**config.mk**
```make
export PLATFORM = sky130hd
export DESIGN_NAME = quad_mode_serial
export DESIGN_NICKNAME = d
export VERILOG_FILES = /design/src/rtl/qms_pkg.sv /design/src/rtl/qms_prescale.sv /design/src/rtl/qms_sync.sv /design/src/rtl/quad_mode_serial.sv
export SDC_FILE = /design/constraint.sdc
export NUM_CORES = 1
export LEC_CHECK = 0
export ABC_CLOCK_PERIOD_IN_PS = 4050
export BUFFER_PORTS_ARGS = -buffer_cell sky130_fd_sc_hd__buf_2
export CAP_MARGIN = 0
export CORE_ASPECT_RATIO = 1.75
export CORE_MARGIN = 2
export CORE_UTILIZATION = 47
export DETAILED_ROUTE_END_ITERATION = 16
export PLACE_DENSITY = 0.66
export SETUP_SLACK_MARGIN = 0.02
export SKIP_CTS_REPAIR_TIMING = 1
export SLEW_MARGIN = 20
export SYNTH_ARGS = -nofsm -noshare
export SYNTH_HDL_FRONTEND = slang
export SYNTH_SLANG_ARGS = --single-unit
```
**constraint.sdc**
```tcl
create_clock -name clk -period 4.05 [get_ports clk]
set_input_delay 0.2025 -clock clk [delete_from_list [all_inputs] [get_ports clk]]
set_output_delay 0.2025 -clock clk [all_outputs]
set_load 0.01 [all_outputs]
```
**src/rtl/qms_pkg.sv**
```systemverilog
package qms_pkg;
  typedef enum logic [1:0] {
    MD_CLK  = 2'd0,
    MD_ASYN = 2'd1,
    MD_SBIT = 2'd2,
    MD_LSTN = 2'd3
  } qms_mode_t;

  typedef enum logic [2:0] {
    ST_IDLE  = 3'd0,
    ST_CLK   = 3'd1,
    ST_ATX   = 3'd2,
    ST_ARX   = 3'd3,
    ST_LDATA = 3'd4,
    ST_LSTOP = 3'd5
  } qms_state_t;
endpackage

```
**src/rtl/qms_prescale.sv**
```systemverilog
module qms_prescale #(
  parameter int DIV_W = 8
) (
  input  logic             clk,
  input  logic             rst_n,
  input  logic             en,
  input  logic             clr,
  input  logic [DIV_W-1:0] div,
  output logic             tick
);
  logic [DIV_W-1:0] cnt_q, cnt_d;

  always_comb begin
    cnt_d = cnt_q;
    if (clr)
      cnt_d = '0;
    else if (en)
      cnt_d = (cnt_q == div) ? '0 : cnt_q + 1'b1;
  end

  always_ff @(posedge clk or negedge rst_n) begin
    if (!rst_n) cnt_q <= '0;
    else        cnt_q <= cnt_d;
  end

  assign tick = en && !clr && (cnt_q == div);
endmodule

```
**src/rtl/qms_sync.sv**
```systemverilog
module qms_sync #(
  parameter int W      = 2,
  parameter int STAGES = 2
) (
  input  logic         clk,
  input  logic         rst_n,
  input  logic [W-1:0] d,
  output logic [W-1:0] q
);
  for (genvar b = 0; b < W; b++) begin : g_bit
    logic [STAGES-1:0] chain_q;
    always_ff @(posedge clk or negedge rst_n) begin
      if (!rst_n) chain_q <= '1;
      else        chain_q <= {chain_q[STAGES-2:0], d[b]};
    end
    assign q[b] = chain_q[STAGES-1];
  end
endmodule

```
**src/rtl/quad_mode_serial.sv**
```systemverilog
module quad_mode_serial
  import qms_pkg::*;
#(
  parameter int DATA_W      = 8,
  parameter int DIV_W       = 8,
  parameter int OVS         = 8,   // ticks per asynchronous bit, power of two
  parameter int SYNC_STAGES = 2
) (
  input  logic              clk,
  input  logic              rst_n,
  input  logic [1:0]        mode,
  input  logic [DIV_W-1:0]  div,
  input  logic [DATA_W-1:0] tx_byte,
  input  logic              start,
  input  logic              flag_clr,
  input  logic              sd_in,
  input  logic              sck_in,
  output logic              sd_out,
  output logic              sck_out,
  output logic [DATA_W-1:0] rx_byte,
  output logic              busy,
  output logic              done,
  output logic              irq,
  output logic              frame_err
);
  localparam int TK_W   = $clog2(OVS * (DATA_W + 2) + 1);
  localparam int OVS_LG = $clog2(OVS);
  localparam int BC_W   = $clog2(DATA_W);
  localparam logic [TK_W-1:0]   K_CLK_END  = TK_W'(2 * DATA_W);
  localparam logic [TK_W-1:0]   K_SBIT_END = TK_W'(2 * (DATA_W + 1));
  localparam logic [TK_W-1:0]   K_ATX_END  = TK_W'(OVS * (DATA_W + 2));
  localparam logic [TK_W-1:0]   K_ARX_END  = TK_W'(OVS * (DATA_W + 2) - OVS / 2);
  localparam logic [TK_W-1:0]   K_HALF     = TK_W'(OVS / 2);
  localparam logic [OVS_LG-1:0] K_HALF_LO  = OVS_LG'(OVS / 2);
  localparam logic [BC_W-1:0]   BC_LAST    = BC_W'(DATA_W - 1);

  qms_state_t        st_q, st_d;
  qms_mode_t         md_q, md_d;
  logic              sck_q, sck_d, sdo_q, sdo_d;
  logic [DATA_W:0]   txs_q, txs_d;
  logic [DATA_W-1:0] rxs_q, rxs_d, rxb_q, rxb_d;
  logic [TK_W-1:0]   tcnt_q, tcnt_d, kk;
  logic [BC_W-1:0]   bcnt_q, bcnt_d;
  logic              done_q, done_d, irq_q, irq_d, ferr_q, ferr_d;
  logic              sdp_q, sckp_q;
  logic [1:0]        sync_q;
  logic              sd_s, sck_s, tick, pre_en, pre_clr;
  logic              sd_fall, sd_rise, sck_rise;

  qms_sync #(.W(2), .STAGES(SYNC_STAGES)) u_sync (
    .clk(clk), .rst_n(rst_n), .d({sck_in, sd_in}), .q(sync_q));
  assign sd_s  = sync_q[0];
  assign sck_s = sync_q[1];

  assign pre_en = (st_q == ST_CLK) || (st_q == ST_ATX) || (st_q == ST_ARX);
  qms_prescale #(.DIV_W(DIV_W)) u_pre (
    .clk(clk), .rst_n(rst_n), .en(pre_en), .clr(pre_clr), .div(div), .tick(tick));

  assign sd_fall  = sdp_q && !sd_s;
  assign sd_rise  = !sdp_q && sd_s;
  assign sck_rise = !sckp_q && sck_s;
  assign kk       = tcnt_q + 1'b1;

  always_comb begin
    st_d = st_q;  md_d = md_q;  sck_d = sck_q;  sdo_d = sdo_q;
    txs_d = txs_q;  rxs_d = rxs_q;  rxb_d = rxb_q;
    tcnt_d = tcnt_q;  bcnt_d = bcnt_q;
    done_d = done_q;  ferr_d = ferr_q;  irq_d = 1'b0;  pre_clr = 1'b0;
    if (flag_clr) begin
      done_d = 1'b0;
      ferr_d = 1'b0;
    end
    unique case (st_q)
      ST_IDLE: begin
        if (start && mode != MD_LSTN) begin
          md_d = qms_mode_t'(mode);  done_d = 1'b0;  tcnt_d = '0;  pre_clr = 1'b1;
          if (mode == MD_ASYN) begin
            st_d = ST_ATX;  sdo_d = 1'b0;  txs_d = {1'b1, tx_byte};
          end else begin
            st_d  = ST_CLK;
            txs_d = (mode == MD_SBIT) ? {tx_byte, 1'b0} : {1'b1, tx_byte};
          end
        end else if (mode == MD_ASYN && sd_fall) begin
          st_d = ST_ARX;  md_d = MD_ASYN;  tcnt_d = '0;  pre_clr = 1'b1;
        end else if (mode == MD_LSTN && sck_s && sd_fall) begin
          st_d = ST_LDATA;  md_d = MD_LSTN;  bcnt_d = '0;
        end
      end
      ST_CLK: if (tick) begin
        tcnt_d = kk;
        if (!tcnt_q[0]) begin
          sck_d = 1'b0;  sdo_d = txs_q[0];  txs_d = {1'b1, txs_q[DATA_W:1]};
        end else begin
          sck_d = 1'b1;  rxs_d = {sd_s, rxs_q[DATA_W-1:1]};
          if (kk == ((md_q == MD_SBIT) ? K_SBIT_END : K_CLK_END)) begin
            st_d = ST_IDLE;  sdo_d = 1'b1;  rxb_d = {sd_s, rxs_q[DATA_W-1:1]};
            done_d = 1'b1;  irq_d = 1'b1;
          end
        end
      end
      ST_ATX: if (tick) begin
        tcnt_d = kk;
        if (kk == K_ATX_END) begin
          st_d = ST_IDLE;  sdo_d = 1'b1;  done_d = 1'b1;  irq_d = 1'b1;
        end else if (kk[OVS_LG-1:0] == '0) begin
          sdo_d = txs_q[0];  txs_d = {1'b1, txs_q[DATA_W:1]};
        end
      end
      ST_ARX: if (tick) begin
        tcnt_d = kk;
        if (kk[OVS_LG-1:0] == K_HALF_LO) begin
          if (kk == K_HALF) begin
            if (sd_s) st_d = ST_IDLE;             // start bit did not hold
          end else if (kk == K_ARX_END) begin
            st_d = ST_IDLE;  rxb_d = rxs_q;  ferr_d = !sd_s;
            done_d = 1'b1;  irq_d = 1'b1;
          end else begin
            rxs_d = {sd_s, rxs_q[DATA_W-1:1]};
          end
        end
      end
      ST_LDATA: if (sck_rise) begin
        rxs_d  = {sd_s, rxs_q[DATA_W-1:1]};
        bcnt_d = bcnt_q + 1'b1;
        if (bcnt_q == BC_LAST) st_d = ST_LSTOP;
      end
      ST_LSTOP: if (sck_s && sd_rise) begin
        st_d = ST_IDLE;  rxb_d = rxs_q;  done_d = 1'b1;  irq_d = 1'b1;
      end
      default: st_d = ST_IDLE;
    endcase
  end

  always_ff @(posedge clk or negedge rst_n) begin
    if (!rst_n) begin
      st_q <= ST_IDLE;  md_q <= MD_CLK;  sck_q <= 1'b1;  sdo_q <= 1'b1;
      txs_q <= '1;  rxs_q <= '0;  rxb_q <= '0;  tcnt_q <= '0;  bcnt_q <= '0;
      done_q <= 1'b0;  irq_q <= 1'b0;  ferr_q <= 1'b0;  sdp_q <= 1'b1;  sckp_q <= 1'b1;
    end else begin
      st_q <= st_d;  md_q <= md_d;  sck_q <= sck_d;  sdo_q <= sdo_d;
      txs_q <= txs_d;  rxs_q <= rxs_d;  rxb_q <= rxb_d;  tcnt_q <= tcnt_d;  bcnt_q <= bcnt_d;
      done_q <= done_d;  irq_q <= irq_d;  ferr_q <= ferr_d;  sdp_q <= sd_s;  sckp_q <= sck_s;
    end
  end

  assign sd_out    = sdo_q;
  assign sck_out   = sck_q;
  assign rx_byte   = rxb_q;
  assign busy      = (st_q != ST_IDLE);
  assign done      = done_q;
  assign irq       = irq_q;
  assign frame_err = ferr_q;

  a_r9_irq_with_done: assert property (@(posedge clk) disable iff (!rst_n)
    irq |-> (done && !busy));
  a_r11_irq_ends_run: assert property (@(posedge clk) disable iff (!rst_n)
    irq |-> $past(busy));
  a_r2_clock_idles_high: assert property (@(posedge clk) disable iff (!rst_n)
    !busy |-> sck_out);
  a_r5_async_no_clock: assert property (@(posedge clk) disable iff (!rst_n)
    (busy && md_q == MD_ASYN) |-> sck_out);
  a_r8_listener_quiet: assert property (@(posedge clk) disable iff (!rst_n)
    (busy && md_q == MD_LSTN) |-> (sd_out && sck_out));
  a_r10_mode_held: assert property (@(posedge clk) disable iff (!rst_n)
    (busy && $past(busy)) |-> $stable(md_q));
  a_r7_ferr_from_async: assert property (@(posedge clk) disable iff (!rst_n)
    $rose(frame_err) |-> $past(st_q == ST_ARX));
endmodule

```
==> summary.md, run 1 <==
| Metric | Value |
|---|---|
| Largest family of logic cells by synthesized area | simple AND/OR/NAND/NOR gates |
| Core Area | slightly above 7000 um2 |
| Setup TNS | 0 ns |
| Post-synth EDFFs | 0 |
| Post-layout min period | 3.06 ns |
| Crit path max fanout | 13 |
| Area grow syn2layout | 16.3% |
| 1st-iter DRT viols | 154 |
| Mux share of post-synthesis cell area | between 10% and 20% |
| Synth Flop Type | dfrtp_1 |
| Clk sink count | 59 |
| CP cell instances | ha_1 > nand3_2 > or3_4 > a2111o_1 > nor3_2 > and4bb_1 > mux2_4 |
| Depth of the CTS H-tree | 3 |
| RSZ-0062 raised after global routing | no |
| Dpl hpwl | 5510 um |
| Sum of buffers and inverters on the critical path | 0 |
| Synthesized net count | 360 |
| YS warnings | 0 |
| Filler cells | around 620 |
| Gr usage total | between 20% and 30% |
| CTS root buf | clkbuf_16 |
| Layout Utilization | 56.1% |
| Top Family by Delay on Critical Path | simple AND/OR/NAND/NOR gates |
| Largest cells by area after synthesis | dfrtp_1, dfstp_2, mux2_2 |
| Layout cells sized above 1 | 31.7% |
| Yosys cell types | 57 |
| Asr flop ratio synth | 100% |
| Setup ws final | roughly 1 ns |
| Post-synth top area cell | dfrtp_1 |
| Fin. Hold Viols | 0 |
| Tightest Pin Transition | between 0.8 and 0.9 ns |
| P per Cell Area | 426 nW/um2 |
| CTS buffer count | 9 |
| Max-cap viol count | 0 |
| CP peak stage delay | 0.59 ns |
| I/O Buffers | 37 |
| Layout Cells excl Fill | 458 |
| Clk_lat worst skew | 0.33 ns |
| Cells after Synth | around 330 |
| Global-route wire length before repair | approximately 12,000 um |
| Top cells by count, synth | dfrtp_1, o21ai_0, mux2_2, nor2_1, nand2_1 |
| Total Die Area | between 8000 and 9000 um2 |
| XOR/XNOR Fraction of Synth Area | 4.07% |
| VDD IR max | 335 uV |
| Nature of the critical path endpoint | flop |
| Tcrit/Tclk final | between 70% and 80% |
| Critical path launch point type | flop |
| Seq cells post-synth | 59 |
| Crit Path Class | reg2reg |
| DRC Markers | 0 |
| # placed instances | 440 |
| Vias in the first global route | 2,613 |
| Vias/cell | 5.76 |
| Post-detailed-route count of antenna-violating nets | 0 |
| Antenna diode count | 0 |
| Fmax | 327 MHz |
| Worst min path class | in2async |
| Initial Utilization | 48.2% |
| Boundary Pins | 38 |
| CTS tree | done |
| Final wirelength | between 7000 and 8000 um |
| Worst EP arrival | between 3 and 4 ns |
| GPL Wtd Cong | 0.913 |
| Top-area cell type share of the netlist area | 30.6% |
| Worst endpoint required time | around 4.3 ns |
| Clock-pin slew on the worst setup and hold paths | 0.05 ns |
| Die Span Y | around 120 um |
| Final setup violation count | 0 |
| Dpl ws | 1.02 ns |
| Clock Skew | 0.00553 ns |
| Site Rows | 41 |
| Status | finished clean |
| Synth Area in Adders | ~1.8% |
| Simple-gate share of the synthesized area | between 10% and 20% |
| Vias | 2,637 |
| Total gr overflow | 0 |
| Top-count cell post-synth | dfrtp_1 |
| LEAKAGE | ~1.8 nW |
| Crit-path slowest cell | dfrtp_1 |
| Final nets | 396 |
| Sequential share of the synthesized area | 43.5% |
| Width of the die | 68.7 um |
| Average routed wire per standard cell | 16.8 um |
| Largest net degree at the start of global routing | 60 |
| CTS Buffer Depth | 2 |
| Compound-gate portion of the synthesized area | between 10% and 20% |
| Initial antenna violation count | 0 |
| Max Slew Vio Count | 0 |
| First-pass iteration count of the detailed router | 4 |
| Worst relative slew slack | 41.3% |
| Mean area per synthesized cell | slightly above 10 um2 |
| Mapped Area | 3440 um2 |
==> routing by layer <==
layer	vias up	GRT usage, %	routed length, um
li1	1268	-	-
met1	1282	23.3	3000
met2	61	35.4	4070
met3	26	4.21	255
met4	0	15.2	386
met5	-	0	0
==> layout make-up <==
type,instances,area [um2],area share [%]
flip-flops and latches,59,1500,37.4
repair buffers,42,228,5.69
clock buffers,9,225,5.63
clock inverters,7,91.3,2.28
inverters,10,37.5,0.938
well taps,86,108,2.69
multi-input cells,245,1810,45.3
==> worst reg2reg max path: stages (launching register included) <==
cell and delay (ns):
dfrtp_1 0.59, ha_1 0.35, nand3_2 0.14, or3_4 0.40
a2111o_1 0.47, nor3_2 0.23, and4bb_1 0.41, mux2_4 0.38
==> sequential cells by signal, indices dropped and copies added, names as in the netlist, 2 cells and up <==
signal                flops
txs_q                     9
rx_byte                   8
rxs_q                     8
u_pre.cnt_q               8
tcnt_q                    7
u_sync.g_bit.chain_q      4
bcnt_q                    3
st_q                      3
md_q                      2
==> layout by cell type (no fill, tap or decap), types with 4 or more instances in the layout <==
master and n:
dfrtp_1 42, buf_2 37, o21ai_0 35, nor2_1 24, mux2_2 24, nand2_1 21
dfstp_2 17, xor2_1 12, mux2_4 12, nand3_1 11, inv_1 10, a21oi_1 9
clkbuf_16 9, nor2b_1 8, mux2i_1 8, and3_1 6, nand2b_1 6, a31oi_1 5
ha_1 5, xnor2_1 4, a221oi_1 4
==> path summary, 6_finish.rpt <==
path,start,end,slack [ns],cells past startpoint
hold / removal,rst_n,done,0.02,2
hold reg to reg,u_sync.g_bit[1].chain_q[0],u_sync.g_bit[1].chain_q[1],0.36,0
setup reg to reg,tcnt_q[0],txs_q[3],0.99,7
max in group asynchronous,rst_n,st_q[2],3.55,2
min in group clk,flag_clr,frame_err,0.16,3
setup / recovery,tcnt_q[0],txs_q[3],0.99,7
==> where the power goes <==
part,switching (mW),internal (mW)
Sequential,0.0689,0.639
Combinational,0.108,0.0831
Clock,0.269,0.536
Total,0.446,1.26
==> kinds of logic (layout without fill, tap and decap cells) <==
family                     count (synthesis)  in the layout
AOI/OAI and AO/OA                         77             77
xor gates and xnor gates                  16             16
adders and majority gates                  5              5
buffers and inverters                     27             68
DFF                                       59             59
muxes                                     44             44
and+or+nand+nor                          103            103
==> per-stage QoR <==
| stage | hold WS (ns) | instance area, um2 | total power [mW] |
|---|---|---|---|
| floorplan | -0.0931 | 3440 | 0.838 |
| global placement | 0.308 | 3660 | 0.897 |
| detailed placement | 0.309 | 3660 | 0.906 |
| CTS | -0.0430 | 3980 | 1.72 |
| global route | 0.0899 | 4000 | 1.77 |
| finish | 0.0194 | 4000 | 1.70 |
(Power assumes the default switching activity.)
==> inputs of run 2 (changes only) <==
- ABC_AREA: not set -> 1
- ABC_CLOCK_PERIOD_IN_PS: 4050 -> 2810
- PLACE_DENSITY: 0.66 -> 0.69
- clock period: 4.05 -> 2.81 ns (I/O delays scaled with it)
==> run 2 against run 1 <==
Effect of this change: critical path depth grew 6; core utilization grew 1.5 points; sequential cell count is the same; maximum frequency grew 45%; sequential share of layout area shrank 1.5 points; highest routed layer unchanged; clock power grew 40%; critical path type unchanged; cell area grew 4.1%; synthesized area grew 2.5%; power grew 140%; critical endpoint is now rx_byte[7].
==> summary.md, run 2 <==
| Metric | Value |
|---|---|
| Mapped Area | between 3000 and 4000 um2 |
| Asr flop ratio synth | 100% |
| Global-route wire length before repair | 13,700 um |
| P per Cell Area | just under 1000 nW/um2 |
| Most frequent cells in the layout | nand2_1, inv_1, nor2_1 |
| Tot Pwr | between 4 and 5 mW |
| Cells after Synth | 456 |
| Post-detailed-route count of antenna-violating nets | 0 |
| Initial Utilization | 48.8% |
| Top-count cell post-synth | nand2_1 |
| Seq cells post-synth | 59 |
| Die Span Y | 119 um |
| Depth of the CTS H-tree | 3 |
| Hold_ws | 0.0917 ns |
| Most frequent CP cell | nand2_1 |
| Crit path max fanout | 9 |
| Yosys cell types | 34 |
| Largest cells by area after synthesis | dfrtp_1, nand2_1, dfstp_2 |
| RR Endpoint | rx_byte[7] |
| Nature of the critical path endpoint | flop |
| Final Cell Area | around 4200 um2 |
| Crit Path Class | reg2reg |
| Synth Area in Adders | 1.77% |
| Fin. Hold Viols | 0 |
| Final setup violation count | 0 |
| Setup TNS | 0 ns |
| YS warnings | 0 |
| Max-cap viol count | 0 |
| Vias | 3,063 |
| Min-delay src | tx_byte[7] |
| Clk sink count | 59 |
| Final nets | approximately 540 |
| Total gr overflow | 0 |
| CTS buffer count | 9 |
| Clk_lat worst skew | between 0.3 and 0.4 ns |
| Compound-gate portion of the synthesized area | 12.1% |
| I/O Buffers | 37 |
| Crit-path slowest cell | dfrtp_1 |
| Width of the die | 69.5 um |
| Worst EP arrival | 2.34 ns |
| Top-area cell type share of the netlist area | 29.8% |
| Hold endpoint | txs_q[8] |
| Layout Cells excl Fill | 598 |
| CP Launch Point | tcnt_q[0] |
| DRC Markers | 0 |
| Synth Flop Type | dfrtp_1 |
| Average routed wire per standard cell | 12.9 um |
| Largest net degree at the start of global routing | 50 |
| Tightest Pin Transition | 0.609 ns |
| Mux share of post-synthesis cell area | 1.28% |
| Critical path launch point type | flop |
| Worst min path class | in2reg |
| XOR/XNOR Fraction of Synth Area | 2.23% |
| Max reg flops | 9 |
| Flop2flop setup slack | just under 0.7 ns |
| Core Area | 7230 um2 |
| CP peak stage delay | 0.41 ns |
| LEAKAGE | 2.08 nW |
| Placed cell area | between 3000 and 4000 um2 |
| Mean area per synthesized cell | 7.73 um2 |
| Worst relative slew slack | 59.4% |
| Hold Crit Depth | 3 |
| CTS root buf | clkbuf_16 |
| Dpl hpwl | 5900 um |
| VDD IR max | 509 uV |
| Final wirelength | 7730 um |
| Sequential share of the synthesized area | 42.5% |
| Simple-gate share of the synthesized area | roughly a third |
| Gr usage total | between 20% and 30% |
| First-pass iteration count of the detailed router | 6 |
| RSZ-0062 raised after global routing | no |
| Vias/cell | 5.12 |
| Antenna diode count | 0 |
| Sum of buffers and inverters on the critical path | 1 |
| Clock Skew | 0.00747 ns |
| # placed instances | a little under 600 |
| Largest Register | txs_q |
| Vias in the first global route | 3,034 |
| GPL Wtd Cong | roughly 0.90 |
| Clock-pin slew on the worst setup and hold paths | 0.05 ns |
| Post-synth EDFFs | 0 |
| Cells on worst reg2reg path | 13 |
| Area grow syn2layout | 18.0% |
| CTS Buffer Depth | 2 |
| Top cells by count, synth | nand2_1, inv_1, nor2_1, dfrtp_1, o21ai_0 |
| Layout cells sized above 1 | 26.2% |
| Top Family by Delay on Critical Path | simple AND/OR/NAND/NOR gates |
| Fmax | 473 MHz |
| Boundary Pins | 38 |
| Status | finished clean |
| Initial antenna violation count | 0 |
| Tcrit/Tclk final | approximately three quarters |
| CTS tree | done |
| Max Slew Vio Count | 0 |
| Largest family of logic cells by synthesized area | simple AND/OR/NAND/NOR gates |
| CP cell instances | ha_1 > nand2_2 > nand2_1 > nor2_2 > nand2_1 > nor2_2 > nand3_2 > clkinv_1 > nor2_2 > nor2_4 > nand2_4 > nand2_1 > nand2_1 |
| Worst endpoint required time | 3.03 ns |
| Post-layout min period | 2.11 ns |
| Site Rows | 41 |
| Synthesized net count | 485 |
| Total Die Area | 8240 um2 |
| Post-synth top area cell | dfrtp_1 |
| Most common cell after layout, fill and taps aside | nand2_1 |
| 1st-iter DRT viols | 141 |
| Worst flop-to-flop path startpoint | tcnt_q[0] |
[run 2: layout make-up]
cell class                 instances  area, um2
tap                               86        108
timing repair buffer              44        248
fill                             662       3070
inverter                          60        225
clock inverter                     4       47.5
sequential                        59       1500
clock buffer                      12        267
multi-input combinational        333       1770
[run 2: worst max-delay path by stage]
| stage | to | depth (start not counted) | slack (ns) |
|---|---|---|---|
| floorplan | rx_byte[0] | 13 | 0.99 |
| global placement | rx_byte[6] | 13 | 0.73 |
| detailed placement | rx_byte[6] | 13 | 0.72 |
| CTS | rx_byte[7] | 13 | 0.70 |
| global route | rx_byte[3] | 13 | 0.49 |
| finish | rx_byte[7] | 13 | 0.70 |
[run 2: kinds of logic after synthesis]
group	after synthesis
simple gates	247
fa+ha+maj	5
xor+xnor	9
mux	4
compound gates	68
buf+inv	64
flops	59
[run 2: routing by layer]
metal / GRT usage, % / vias up / wire (um)
li1: - / 1576 / -
met1: 22.4 / 1396 / 3010
met2: 37.1 / 71 / 4080
met3: 5.03 / 20 / 302
met4: 11.5 / 0 / 332
met5: 0 / - / 0
[run 2: worst min-delay path: stages]
cell,delay [ns]
buf_2,0.09
nor3_1,0.05
o21ai_2,0.12
[run 2: per-stage QoR]
stage	utilization (%)	setup WS [ns]
floorplan	-	0.987
global placement	52.8	0.728
detailed placement	52.8	0.715
CTS	57.1	0.696
global route	57.6	0.488
finish	57.6	0.695
[run 2: report_power, final]
part	switching [mW]	total (mW)	internal, mW
Combinational	1.08	1.66	0.580
Sequential	0.170	1.33	1.16
Clock	0.376	1.13	0.754
Total	1.63	4.12	2.49
==> inputs of run 3 (changes only) <==
- ABC_CLOCK_PERIOD_IN_PS: 2810 -> 1900
- clock period: 2.81 -> 1.9 ns (I/O delays scaled with it)
==> run 3 against run 2 <==
Effect of this change: the run now ends with setup timing left; non-clock buffer count up 32; worst hold slack lost 0.040 ns; clock skew down 0.0029 ns; setup slack worse by 0.72 ns; sequential share of layout area fell by 4.5 points; largest power group unchanged.
==> summary.md, run 3 (synthesized netlist as in run 2, its figures left out) <==
| Metric | Value |
|---|---|
| Post-layout min period | 1.93 ns |
| Initial antenna violation count | 0 |
| Status | finished with violations |
| Fin. Hold Viols | 0 |
| Worst endpoint required time | 2.13 ns |
| Most frequent cells in the layout | nand2_1, inv_1, dfrtp_1 |
| Vias/cell | 5.16 |
| Dpl ws | -0.117 ns |
| Worst min path class | in2reg |
| Post-detailed-route count of antenna-violating nets | 0 |
| Flop pwr share | 27.1% |
| Antenna diode count | 0 |
| LEAKAGE | ~2.3 nW |
| Initial Utilization | 48.8% |
| Vias in the first global route | roughly 3,200 |
| RSZ-0062 raised after global routing | yes |
| Sum of buffers and inverters on the critical path | 1 |
| Layout Utilization | 65.9% |
| Area grow syn2layout | 35.1% |
| Vias | 3,259 |
| Final setup violation count | 10 |
| CP cell instances | ha_4 > nand2_4 > nor2_4 > nand2_1 > nand2_2 > nand2_4 > buf_4 > nand3_2 > nand2_2 > nand2_4 > nor2_8 > nand2_4 > nand2_2 > nand2_1 |
| Largest net degree at the start of global routing | 37 |
| P per Cell Area | roughly 1500 nW/um2 |
| I/O Buffers | 37 |
| Total gr overflow | 0 |
| CTS Buffer Depth | 2 |
| Failing checks | setup timing |
| Site Rows | 41 |
| Crit Path Class | reg2reg |
| Tightest Pin Transition | 0.575 ns |
| Fmax | 519 MHz |
| Switching part of the total | about two fifths |
| Average routed wire per standard cell | 13.9 um |
| Depth of the CTS H-tree | 3 |
| Clock share of power | 27.0% |
| Clock Skew | 0.00456 ns |
| Most frequent CP cell | nand2_4 |
| Largest Register | txs_q |
| Final wirelength | just under 9000 um |
| Critical path launch point type | flop |
| 1st-iter DRT viols | 161 |
| Crit path max fanout | 8 |
| DRC Markers | 0 |
| Crit-path slowest cell | dfrtp_2 |
| Core Area | 7230 um2 |
| Clock-pin slew on the worst setup and hold paths | about 0.050 ns |
| Setup ws final | -0.0259 ns |
| Width of the die | 69.5 um |
| Boundary Pins | 38 |
| Gr usage total | a little over a fifth |
| Worst EP arrival | between 2 and 2.5 ns |
| VDD IR max | between 1000 and 1500 uV |
| Dpl hpwl | around 6300 um |
| CTS root buf | clkbuf_16 |
| Top Family by Delay on Critical Path | simple AND/OR/NAND/NOR gates |
| Worst relative slew slack | 61.7% |
| Most common cell after layout, fill and taps aside | nand2_1 |
| Clk_lat worst skew | 0.34 ns |
| Max Slew Vio Count | 0 |
| Logic gate share of total power | 46.0% |
| Nature of the critical path endpoint | flop |
| Clk sink count | 59 |
| Final nets | 570 |
| First-pass iteration count of the detailed router | 4 |
| GPL Wtd Cong | 0.895 |
| CTS tree | done |
| CP peak stage delay | between 0.4 and 0.5 ns |
| Max reg flops | 9 |
| Total Die Area | 8240 um2 |
| Global-route wire length before repair | 14,100 um |
| Tot Pwr | around 7.4 mW |
| Tcrit/Tclk final | 101% |
| CTS buffer count | 9 |
| Die Span Y | 119 um |
| Internal power | 4.55 mW |
| Max-cap viol count | 0 |
| Layout cells sized above 1 | 39.2% |
| Sw power | 2.82 mW |
run 3: final timing paths:
path / from / endpoint / slack (ns) / cells after the start
setup / recovery: tcnt_q[0] / rx_byte[6] / -0.03 / 14
hold / removal: tx_byte[7] / txs_q[8] / 0.05 / 3
setup reg to reg: tcnt_q[0] / rx_byte[6] / -0.03 / 14
hold reg to reg: u_sync.g_bit[1].chain_q[0] / u_sync.g_bit[1].chain_q[1] / 0.35 / 0
max in group asynchronous: rst_n / u_sync.g_bit[0].chain_q[1] / 0.95 / 3
min in group asynchronous: rst_n / tcnt_q[3] / 0.29 / 2
run 3: worst min-delay path, cell delays in order:
cell     delay (ns)
buf_2          0.09
nor3_1         0.05
o21ai_2        0.12
run 3: power by group through the flow:
stage               registers, mW  clock network (mW)  logic [mW]
finish                       2.00                1.99        3.39
global route                 2.04                2.07        3.71
CTS                          1.98                2.01        2.73
detailed placement           1.99                   0        2.70
global placement             1.97                   0        2.62
floorplan                    1.96                   0        2.00
run 3: metal layers:
layer	GRT usage, %	share of wire [%]	up-vias
li1	-	-	1634
met1	22.5	38	1545
met2	39.4	56	59
met3	4.01	3.0	21
met4	12.1	3.4	0
met5	0	0	-
run 3: cell type report:
cell class              count  area [um2]
clock buffers              11         233
clock inverters             5         125
fillers                   596        2470
inverters                  60         225
multi-input cells         335        2020
flip-flops and latches     59        1500
well taps                  86         108
repair buffers             76         549
run 3: metrics by stage:
step	instances	hold slack [ns]	TNS [ns]	area, um2
after CTS	617	-0.222	-2.10	4360
after floorplan	456	-0.201	0	3530
after detailed placement	601	0.131	-1.63	4010
after global placement	601	0.129	-0.228	4010
final	632	0.0519	-0.129	4760
after global routing	632	0.0719	-2.30	4760
